==> src/rtl/pme_pkg.sv <==
package pme_pkg;
  localparam int RID_W     = 16;
  localparam int CLR_W     = 4;
  localparam int CLR_STS   = 0;
  localparam int CLR_PEND  = 1;
  localparam int CLR_SCI   = 2;
  localparam int CLR_SMI   = 3;
  typedef logic [CLR_W-1:0] pme_clr_t;
endpackage

==> src/rtl/pme_log_core.sv <==
module pme_log_core #(
  parameter int RID_W = 16
) (
  input  logic             clk,
  input  logic             rst_n,
  input  logic             msg_vld,
  input  logic [RID_W-1:0] msg_rid,
  input  logic             clr_sts,
  input  logic             clr_pend,
  output logic             sts,
  output logic             pend,
  output logic [RID_W-1:0] rid,
  output logic             log_evt
);
  logic             sts_q, pend_q, sts_d, pend_d;
  logic [RID_W-1:0] rid_q, held_q, rid_d, held_d;
  logic             eff_sts, eff_pend, promote, s1, p1, take_new, park_new;

  always_comb begin
    eff_sts  = sts_q & ~clr_sts;
    eff_pend = pend_q & ~clr_pend;
    promote  = sts_q & clr_sts & eff_pend;
    s1       = eff_sts | promote;
    p1       = eff_pend & ~promote;
    take_new = msg_vld & ~s1;
    park_new = msg_vld & s1 & ~p1;
    sts_d    = s1 | take_new;
    pend_d   = p1 | park_new;
    rid_d    = rid_q;
    held_d   = held_q;
    if (promote)  rid_d  = held_q;
    if (take_new) rid_d  = msg_rid;
    if (park_new) held_d = msg_rid;
    log_evt  = promote | take_new;
  end

  always_ff @(posedge clk or negedge rst_n) begin
    if (!rst_n) begin
      sts_q  <= 1'b0;
      pend_q <= 1'b0;
      rid_q  <= '0;
      held_q <= '0;
    end else begin
      sts_q  <= sts_d;
      pend_q <= pend_d;
      rid_q  <= rid_d;
      held_q <= held_d;
    end
  end

  assign sts  = sts_q;
  assign pend = pend_q;
  assign rid  = rid_q;

  a_r1_first_logs: assert property (@(posedge clk) disable iff (!rst_n)
    (msg_vld && !sts_q) |=> (sts_q && rid_q == $past(msg_rid)));
  a_r2_second_parks: assert property (@(posedge clk) disable iff (!rst_n)
    (msg_vld && sts_q && !pend_q && !clr_sts && !clr_pend) |=> (pend_q && $stable(rid_q)));
  a_r3_third_dropped: assert property (@(posedge clk) disable iff (!rst_n)
    (sts_q && pend_q && !clr_sts && !clr_pend) |=> $stable(held_q));
  a_r4_promote: assert property (@(posedge clk) disable iff (!rst_n)
    (sts_q && pend_q && clr_sts && !clr_pend) |=> (sts_q && rid_q == $past(held_q)));
  a_r10_pend_discard: assert property (@(posedge clk) disable iff (!rst_n)
    (clr_pend && !clr_sts && !msg_vld) |=> !pend_q);
endmodule

==> src/rtl/pme_route.sv <==
module pme_route (
  input  logic clk,
  input  logic rst_n,
  input  logic log_evt,
  input  logic sts,
  input  logic int_en,
  input  logic msi_en,
  input  logic sci_en,
  input  logic smi_en,
  input  logic clr_sci,
  input  logic clr_smi,
  output logic irq_pin,
  output logic irq_msi,
  output logic gpe_msg,
  output logic smi_n,
  output logic sci_sts,
  output logic smi_sts
);
  logic int_en_q, late_irq, irq_req;
  logic pin_d, msi_d, gpe_d, smip_d, sci_d, smis_d;
  logic pin_q, msi_q, gpe_q, smin_q, sci_q, smis_q;

  always_comb begin
    late_irq = int_en & ~int_en_q & sts;
    irq_req  = (log_evt & int_en) | late_irq;
    pin_d    = irq_req & ~msi_en;
    msi_d    = irq_req & msi_en;
    gpe_d    = log_evt & ~int_en;
    smip_d   = log_evt & smi_en;
    sci_d    = (sci_q & ~clr_sci) | (log_evt & sci_en);
    smis_d   = (smis_q & ~clr_smi) | smip_d;
  end

  always_ff @(posedge clk or negedge rst_n) begin
    if (!rst_n) begin
      int_en_q <= 1'b0;
      pin_q    <= 1'b0;
      msi_q    <= 1'b0;
      gpe_q    <= 1'b0;
      smin_q   <= 1'b1;
      sci_q    <= 1'b0;
      smis_q   <= 1'b0;
    end else begin
      int_en_q <= int_en;
      pin_q    <= pin_d;
      msi_q    <= msi_d;
      gpe_q    <= gpe_d;
      smin_q   <= ~smip_d;
      sci_q    <= sci_d;
      smis_q   <= smis_d;
    end
  end

  assign irq_pin = pin_q;
  assign irq_msi = msi_q;
  assign gpe_msg = gpe_q;
  assign smi_n   = smin_q;
  assign sci_sts = sci_q;
  assign smi_sts = smis_q;

  a_r5_irq_route: assert property (@(posedge clk) disable iff (!rst_n)
    (log_evt && int_en) |=> (irq_msi == $past(msi_en) && irq_pin == !$past(msi_en)));
  a_r6_gpe: assert property (@(posedge clk) disable iff (!rst_n)
    (log_evt && !int_en) |=> (gpe_msg && !irq_pin && !irq_msi));
  a_r7_late_irq: assert property (@(posedge clk) disable iff (!rst_n)
    ($rose(int_en) && sts) |=> (irq_pin || irq_msi));
  a_r8_sci_set: assert property (@(posedge clk) disable iff (!rst_n)
    (log_evt && sci_en) |=> sci_sts);
  a_r9_smi: assert property (@(posedge clk) disable iff (!rst_n)
    (log_evt && smi_en) |=> (!smi_n && smi_sts));
  a_r12_one_route: assert property (@(posedge clk) disable iff (!rst_n)
    $onehot0({irq_pin, irq_msi, gpe_msg}));
endmodule

==> src/rtl/pme_status_logger.sv <==
module pme_status_logger
  import pme_pkg::*;
(
  input  logic             clk,
  input  logic             rst_n,
  input  logic             msg_vld,
  input  logic [RID_W-1:0] msg_rid,
  input  logic [CLR_W-1:0] clr_mask,
  input  logic             int_en,
  input  logic             msi_en,
  input  logic             sci_en,
  input  logic             smi_en,
  output logic             sts,
  output logic             pend,
  output logic [RID_W-1:0] rid,
  output logic             sci_sts,
  output logic             smi_sts,
  output logic             irq_pin,
  output logic             irq_msi,
  output logic             gpe_msg,
  output logic             smi_n
);
  logic log_evt;

  pme_log_core #(.RID_W(RID_W)) u_core (
    .clk      (clk),
    .rst_n    (rst_n),
    .msg_vld  (msg_vld),
    .msg_rid  (msg_rid),
    .clr_sts  (clr_mask[CLR_STS]),
    .clr_pend (clr_mask[CLR_PEND]),
    .sts      (sts),
    .pend     (pend),
    .rid      (rid),
    .log_evt  (log_evt)
  );

  pme_route u_route (
    .clk     (clk),
    .rst_n   (rst_n),
    .log_evt (log_evt),
    .sts     (sts),
    .int_en  (int_en),
    .msi_en  (msi_en),
    .sci_en  (sci_en),
    .smi_en  (smi_en),
    .clr_sci (clr_mask[CLR_SCI]),
    .clr_smi (clr_mask[CLR_SMI]),
    .irq_pin (irq_pin),
    .irq_msi (irq_msi),
    .gpe_msg (gpe_msg),
    .smi_n   (smi_n),
    .sci_sts (sci_sts),
    .smi_sts (smi_sts)
  );
endmodule

==> config.mk <==
export PLATFORM = sky130hd
export DESIGN_NAME = pme_status_logger
export DESIGN_NICKNAME = d
export VERILOG_FILES = /design/src/rtl/pme_pkg.sv /design/src/rtl/pme_log_core.sv /design/src/rtl/pme_route.sv /design/src/rtl/pme_status_logger.sv
export SDC_FILE = /design/constraint.sdc
export NUM_CORES = 1
export LEC_CHECK = 0
export BUFFER_PORTS_ARGS = -buffer_cell sky130_fd_sc_hd__buf_2
export CAP_MARGIN = 15
export CELL_PAD_IN_SITES_DETAIL_PLACEMENT = 0
export CELL_PAD_IN_SITES_GLOBAL_PLACEMENT = 2
export CORE_MARGIN = 5
export CORE_UTILIZATION = 33
export DETAILED_ROUTE_END_ITERATION = 12
export PLACE_DENSITY = 0.79
export SETUP_SLACK_MARGIN = 0.05
export SYNTH_ARGS = -nofsm -noshare
export SYNTH_HDL_FRONTEND = slang
export SYNTH_SLANG_ARGS = --single-unit
==> constraint.sdc <==
create_clock -name clk -period 2.3 [get_ports clk]
set_clock_uncertainty 0.2 [all_clocks]
set_input_delay 0.345 -clock clk [delete_from_list [all_inputs] [get_ports clk]]
set_output_delay 0.345 -clock clk [all_outputs]
set_load 0.02 [all_outputs]
[After elaboration in Yosys (flattened, before gate mapping)]
Index checks and enable logic that the tools add are counted.
Operators by class
  mux-type cells: 2
  reduce and logical (&&, ||, !) cells: 1
  bitwise logic cells: 36
Operator list (count)
  16-bit two-way mux: 2
  1-bit AND: 18
  1-bit NOT: 11
  1-bit bitwise OR: 7
  2-bit nonzero test: 1
Storage, ports and cells
  output and inout bits: 24
  logic and storage cells: 50
  bits in registers: 41
  bits of input ports: 27

[Depth between registers and ports, before layout]
Gate-level depths: netlist (run 1).
  depth after elaboration: 10
  gate-level depth with buffers: 7
  gate-level depth less buffers: 4

[Modules after synthesis]
From an unflattened synthesis (run 1), not the netlist that was laid out.
Second synthesis, totals
  cells, all modules: 118
  area, all modules: 1830.5 µm²
Modules (own cells, without submodules)
  pme_log_core: cells each 98, instances 1, seq. area each 850.8 µm², area an instance 1580.3 µm²
  pme_route: cells each 20, instances 1, seq. area each 176.4 µm², area an instance 250.2 µm²

[Worst setup path before layout (run 1)]
No wires, ideal clock.
  path type: register to register
  start point: register u_core.pend_q, in the netlist u_core.pend
  end point: register u_core.held_q[0]
  clock period less this slack: 1.800 ns
  slack: 0.500 ns
  stages on the path, launching flop included: 7
  setup time: 0.125 ns
  data required time: 1.975 ns
  path buffers: 2
  arrival: 1.475 ns
  cell sequence: dfrtp_1 > nor2b_4 > buf_6 > xnor2_2 > nand3_4 > buf_6 > mux2_4
Between the ends
  longest elaborated chain between the ends: 6
  elaborated cells between the ends (all ways): 8
  those cells by class: 8 x bitwise
Ends and longest elaborated chain
  start, declared: RTL line pme_log_core.sv:15  | logic sts_q, pend_q, sts_d, pend_d;
  start signal, assigned: RTL line pme_log_core.sv:45  | pend_q <= pend_d;
  1-bit AND (*): RTL line pme_log_core.sv:21  | eff_pend = pend_q & ~clr_pend;
  1-bit AND: RTL line pme_log_core.sv:22  | promote = sts_q & clr_sts & eff_pend;
  1-bit NOT: RTL line pme_log_core.sv:24  | p1 = eff_pend & ~promote;
  1-bit AND: RTL line pme_log_core.sv:24
  1-bit NOT: RTL line pme_log_core.sv:26  | park_new = msg_vld & s1 & ~p1;
  1-bit AND (*): RTL line pme_log_core.sv:26
  end signal, assigned: RTL line pme_log_core.sv:47  | held_q <= held_d;
  end, declared: RTL line pme_log_core.sv:16  | logic [RID_W-1:0] rid_q, held_q, rid_d, held_d;
Mark *: on every way between the ends. The rest lies on a longest branch, timed or not.
A chain may end at the register's enable or synchronous reset.

[Final worst setup path (run 1)]
  start point: register u_core.pend_q, in the netlist u_core.pend
  end point: register u_core.held_q[9]
The elaborated chain is that of the path after synthesis.

==> flow_metrics.env, run 1 <==
export IMPL_cts_sinks=41
export IMPL_hold_viol=0
export IMPL_drc_errors=0
export IMPL_avgViaCountPerCell=4.81
export IMPL_cp_required_ns=2.27
export IMPL_gp_congestion=0.755
export IMPL_fin_tns_setup_ns=0
export IMPL_ctsRootBufferMaster="clkbuf_8"
export IMPL_grt_util_all_layers=0.119
export IMPL_die_h_um=82.3
export IMPL_antenna_found_initial=0
export IMPL_netlist_area_um2=1730
export IMPL_num_rows=26
export IMPL_period_minus_slack_ns=1.82
export IMPL_n_fill_cell=492
export IMPL_path_cells="nor2b_4 > xnor2_2 > nand3_4 > mux2_1"
export IMPL_finish_utilization=0.417
export IMPL_ys_ff_latch=41
export IMPL_design_die_area_um2=6770
export IMPL_grt_pass1_vias=1241
export IMPL_clock_path_buffers=2
export IMPL_drive_gt1_frac=0.424
export IMPL_drv_slew=0
export IMPL_fin_nets=204
export IMPL_rsz0062_at_grt="no"
export IMPL_end_kind="flip-flop"
export IMPL_grt_pass1_wl_mm=5.99
export IMPL_htreeDepth=2
export IMPL_ant_nets=0
export IMPL_firstDrtPassIters=4
export IMPL_ir_drop_uv=255
export IMPL_maxCapViolations=0
export IMPL_slew_headroom=0.474
export IMPL_cp_arrival_ns=1.79
export IMPL_path_class="reg2reg"
export IMPL_crit_path_start_kind="flip-flop"
export IMPL_clock_latency_ns=0.29
export IMPL_ys_warn_count=0
export IMPL_area_growth_pct=23.4
export IMPL_p_per_area_nw_per_um2=922
export IMPL_dp_cells=237
export IMPL_synth_compound_area_frac=0.133
export IMPL_dp_final_hpwl_mm=2.58
export IMPL_synthCells=123
export IMPL_cp_slowest_stage_delay_ns=0.41
export IMPL_power_leakage_uw=0.00111
export IMPL_synth_fa_ha_area_frac=0
export IMPL_place_ws_ns=0.409
export IMPL_cts_clk_slew_worst_paths_ns=0.07
export IMPL_wirelength_mm=3.74
export IMPL_synthesis_nets=150
export IMPL_ff_latch_area_um2=1030
export IMPL_io_pins=51
export IMPL_syn_avg_cell_area_um2=14.0
export IMPL_grt_max_degree=42
export IMPL_power_total_uw=1960
export IMPL_outcome="finished, final reports clean"
export IMPL_layout_cells_non_filler=247
export IMPL_post_route_period_util=0.793
export IMPL_synthSimpleGateAreaFrac=0.0406
export IMPL_post_cts_resize_count=0
export IMPL_cts_buffers_inserted=5
export IMPL_synth_top_family_by_area="multiplexers"
export IMPL_cts_tree="built"
export IMPL_antenna_cells=0
export IMPL_crit_fanout=16
export IMPL_start_util=0.338
export IMPL_multiInputGateArea_um2=548
export IMPL_setup_viol=0
export IMPL_worst_slack_ns=0.476
export IMPL_tightest_slew_ns=0.789
export IMPL_hold_path_class="in2reg"
export IMPL_post_drt_wl_per_cell_um=15.1
export IMPL_ys_types=21
export IMPL_synthMuxAreaShare=0.135
export IMPL_numPortBuffers=50
export IMPL_core_area_um2=5110
export IMPL_gr_total_overflow=0
export IMPL_drtIter0Drc=101
export IMPL_die_x_um=82.3
export IMPL_ys_seq_area_frac=0.595
export IMPL_vias=1189
export IMPL_synth_xor_area_frac=0.00943
export IMPL_worst_path_max_delay_cell="mux2_1"
export IMPL_clock_fmax_mhz=548
## per-stage QoR
stage          instance area, um^2  hold WS, ns
2_1_floorplan                 1730       -0.151
3_3_place_gp                  2000        0.225
3_5_place_dp                  2000        0.241
4_1_cts                       2130      0.00825
5_1_grt                       2130       0.0148
6_report                      2130       0.0182
## layer usage
layer	wire [um]	share of wire	vias up	track usage
met2	1850	0.49	45	0.199
met1	1590	0.42	598	0.141
met3	268	0.072	2	0.0390
li1	-	-	544	-
met4	36	0.0096	0	0.0498
met5	0	0	-	0
## worst paths after layout
kind / start / to / slack (ns) / cells after the start
min reg2reg: u_core.rid[3] / u_core.rid[3] / 0.29 / 2
min: msi_en / u_route.irq_pin / 0.02 / 2
max reg2reg: u_core.pend / u_core.held_q[9] / 0.48 / 4
max in group asynchronous: rst_n / u_route.smi_n / 1.08 / 3
min in group asynchronous: rst_n / u_core.rid[9] / 0.44 / 3
max: u_core.pend / u_core.held_q[9] / 0.48 / 4
## placed cells by master (no fill, tap or decap), types with 3 or more instances in the layout
cell / Yosys / routed
buf_2: 0 / 50
mux2_4: 11 / 11
o21ai_0: 5 / 5
mux2_1: 6 / 6
a222oi_1: 16 / 16
inv_1: 20 / 20
nand2_1: 3 / 3
clkbuf_8: 0 / 5
dfrtp_1: 40 / 40
dlygate4sd3_1: 0 / 3
nor2_1: 4 / 4
## report_power, final
part	total, uW	switching (uW)	internal (uW)
Clock	550	235	315
Combinational	459	248	210
Sequential	954	83.8	870
Total	1960	567	1400
## what timing repair did
action                                  CTS  global route
endpoints found under the setup margin    0             0
setup buffers                             0             0
endpoints found under the hold margin    42             0
hold buffers                              3             0
## critical path: cells and delay by family (launching register included)
family	cells	cell delay (ns)
muxes	1	0.41
and+or+nand+nor	2	0.57
DFF	1	0.36
xor gates and xnor gates	1	0.17
## cell families after synthesis
family / after synthesis
xor gates and xnor gates: 1
DFF: 41
AOI/OAI and AO/OA: 26
buffers and inverters: 27
muxes: 17
and+or+nand+nor: 11
## state kept, by name, summed over array words and instances (netlist names)
| signal | cells |
|---|---|
| u_route.smi_sts | 1 |
| u_core.held_q | 16 |
| u_route.irq_msi | 1 |
| u_core.rid | 16 |
| u_route.irq_pin | 1 |
| u_route.sci_sts | 1 |
| u_route.smi_n | 1 |
| u_route.gpe_msg | 1 |
| u_route.int_en_q | 1 |
| u_core.sts | 1 |
| u_core.pend | 1 |
## Yosys cell counts
master     number  area, um^2
buf_4           1        7.51
buf_6           6        67.6
mux2_1          6        67.6
a21o_1          1        7.51
inv_1          20        75.1
o21ai_2         1        8.76
dfstp_2         1        26.3
o2bb2ai_2       1        15.0
a222oi_1       16         160
nand2_1         3        11.3
nand2b_1        1        6.26
and3_1          1        6.26
o21a_1          1        7.51
dfrtp_1        40        1000
xnor2_2         1        16.3
nor2b_4         1        13.8
mux2_4         11         165
o21ai_0         5        25.0
nor2_1          4        15.0
a21oi_1         1        5.00
nand3_4         1        17.5
## final cells by class
class | instances | area share
well taps | 70 | 0.0411
multi-input cells | 55 | 0.257
flip-flops and latches | 41 | 0.482
clock buffers | 5 | 0.0323
inverters | 20 | 0.0353
repair buffers | 54 | 0.135
clock inverters | 2 | 0.0165
Power figures use the tool's default switching activity.
==> run 2, diff against run 1 <==
- clock period: 2.3 -> 1.7 ns (I/O delays scaled with it)
==> run 2 against run 1 <==
Against the previous run:
- design area is 9.6% higher
- via count increased by 2.1%
- highest routed layer unchanged
- final cell count grew 5.3%
- largest cell class unchanged
==> flow_metrics.env, run 2 (synthesis gave the netlist of run 1 again) <==
export IMPL_worst_slack_ns=0.0179
export IMPL_cts_sinks=41
export IMPL_multiInputGateArea_um2=588
export IMPL_post_route_period_util=0.989
export IMPL_core_area_um2=5110
export IMPL_worstHoldStart="msg_rid[3]"
export IMPL_die_h_um=82.3
export IMPL_timing_hold_ws_ns=0.0113
export IMPL_dp_cells=240
export IMPL_ir_drop_uv=409
export IMPL_cts_clk_slew_worst_paths_ns=0.08
export IMPL_ctsRootBufferMaster="clkbuf_8"
export IMPL_io_pins=51
export IMPL_drtIter0Drc=129
export IMPL_r2r_start="u_core.pend"
export IMPL_cts_buffers_inserted=5
export IMPL_hold_viol=0
export IMPL_dp_final_hpwl_mm=2.67
export IMPL_fin_nets=216
export IMPL_place_area_um2=2060
export IMPL_tightest_slew_ns=0.470
export IMPL_slew_headroom=0.687
export IMPL_post_drt_wl_per_cell_um=14.8
export IMPL_design_die_area_um2=6770
export IMPL_critPathBufInv=1
export IMPL_worst_path_max_delay_cell="dfrtp_2"
export IMPL_finish_utilization=0.457
export IMPL_maxCapViolations=0
export IMPL_end_kind="flip-flop"
export IMPL_firstDrtPassIters=5
export IMPL_num_rows=26
export IMPL_path_cells="nor2b_4 > xnor2_4 > nand3_4 > buf_12 > mux2_1"
export IMPL_clock_latency_ns=0.29
export IMPL_grt_pass1_wl_mm=6.04
export IMPL_grt_max_degree=23
export IMPL_mostFrequentLayoutCell="buf_2"
export IMPL_die_x_um=82.3
export IMPL_crit_family="simple AND/OR/NAND/NOR gates"
export IMPL_ant_nets=0
export IMPL_avgViaCountPerCell=4.67
export IMPL_antenna_cells=0
export IMPL_crit_path_start_kind="flip-flop"
export IMPL_outcome="finished, final reports clean"
export IMPL_setup_viol=0
export IMPL_drc_errors=0
export IMPL_grt_util_all_layers=0.120
export IMPL_cp_slowest_stage_delay_ns=0.36
export IMPL_drv_slew=0
export IMPL_cp_arrival_ns=1.65
export IMPL_crit_fanout=10
export IMPL_vias=1214
export IMPL_wirelength_mm=3.85
export IMPL_power_leakage_uw=0.00121
export IMPL_area_growth_pct=35.2
export IMPL_ff_latch_area_um2=1030
export IMPL_drive_gt1_frac=0.458
export IMPL_start_util=0.338
export IMPL_grt_pass1_vias=1265
export IMPL_gr_total_overflow=0
export IMPL_hold_path_class="in2reg"
export IMPL_path_class="reg2reg"
export IMPL_gp_congestion=0.758
export IMPL_htreeDepth=2
export IMPL_cts_tree="built"
export IMPL_clock_fmax_mhz=594
export IMPL_n_fill_cell=486
export IMPL_rsz0062_at_grt="yes"
export IMPL_p_per_area_nw_per_um2=1190
export IMPL_numPortBuffers=50
export IMPL_clock_path_buffers=2
export IMPL_antenna_found_initial=0
export IMPL_cp_required_ns=1.67
export IMPL_place_ws_ns=-0.0668
export IMPL_period_minus_slack_ns=1.68
export IMPL_layout_cells_non_filler=260
export IMPL_startpoint="u_core.pend"
export IMPL_postLayoutCellArea_um2=2330
export IMPL_final_cell_mix="buf_2, dfrtp_1, inv_1"
## run 2: cell types whose count changed in the layout (fill, tap and decap cells not counted), moves of 2 or more
| cell | previous run | this run |
|---|---|---|
| mux2_4 | 11 | 15 |
| dlygate4sd3_1 | 3 | 10 |
| mux2_1 | 6 | 2 |
| buf_12 | 0 | 3 |
| dfrtp_2 | 0 | 2 |
| dfrtp_1 | 40 | 38 |
## run 2: timing repair
item	4_1_cts	5_1_grt
hold endpoints to repair	28	0
hold buffers	10	0
gates cloned	0	0
setup buffers	2	0
gates resized for setup	4	5
pin swaps	1	1
setup endpoints to repair	32	34
## run 2: cell type report
cell class | instances | share of cell area
sequential | 41 | 0.441
tap | 70 | 0.0375
clock buffer | 7 | 0.0370
multi-input combinational | 55 | 0.252
clock inverter | 1 | 0.0129
timing repair buffer | 66 | 0.187
inverter | 20 | 0.0322
## run 2: per-stage QoR
step	TNS [ns]	power, uW
floorplan	-1.15	1720
global placement	-0.658	1940
detailed placement	-1.11	1960
CTS	0	2800
global route	-0.334	2930
finish	0	2790
## run 2: metal layers
metal / vias up / part of all wire / global-route usage
met2: 35 / 0.49 / 0.200
met4: 0 / 0.016 / 0.0498
met1: 599 / 0.43 / 0.145
li1: 574 / - / -
met3: 6 / 0.059 / 0.0336
met5: - / 0 / 0
## run 2: where the power goes
part | internal (uW) | switching (uW)
registers | 1180 | 111
logic | 348 | 357
clock network | 478 | 315
total | 2000 | 783
## run 2: final timing paths
check	endpoint	slack, ns	cells after the start
hold reg to reg	u_core.rid[6]	0.29	2
setup reg to reg	u_core.held_q[11]	0.02	5
max in group asynchronous	u_core.held_q[6]	0.56	3
hold / removal	u_core.held_q[3]	0.01	2
min in group asynchronous	u_core.sts	0.26	2
setup / recovery	u_core.held_q[11]	0.02	5
## run 2: worst register-to-register path, delay by kind of cell, from the launching register on
family | cells | cell delay, ns
buffers and inverters | 1 | 0.16
XOR/XNOR | 1 | 0.15
flip-flops | 1 | 0.36
multiplexers | 1 | 0.31
AND/OR/NAND/NOR | 2 | 0.38
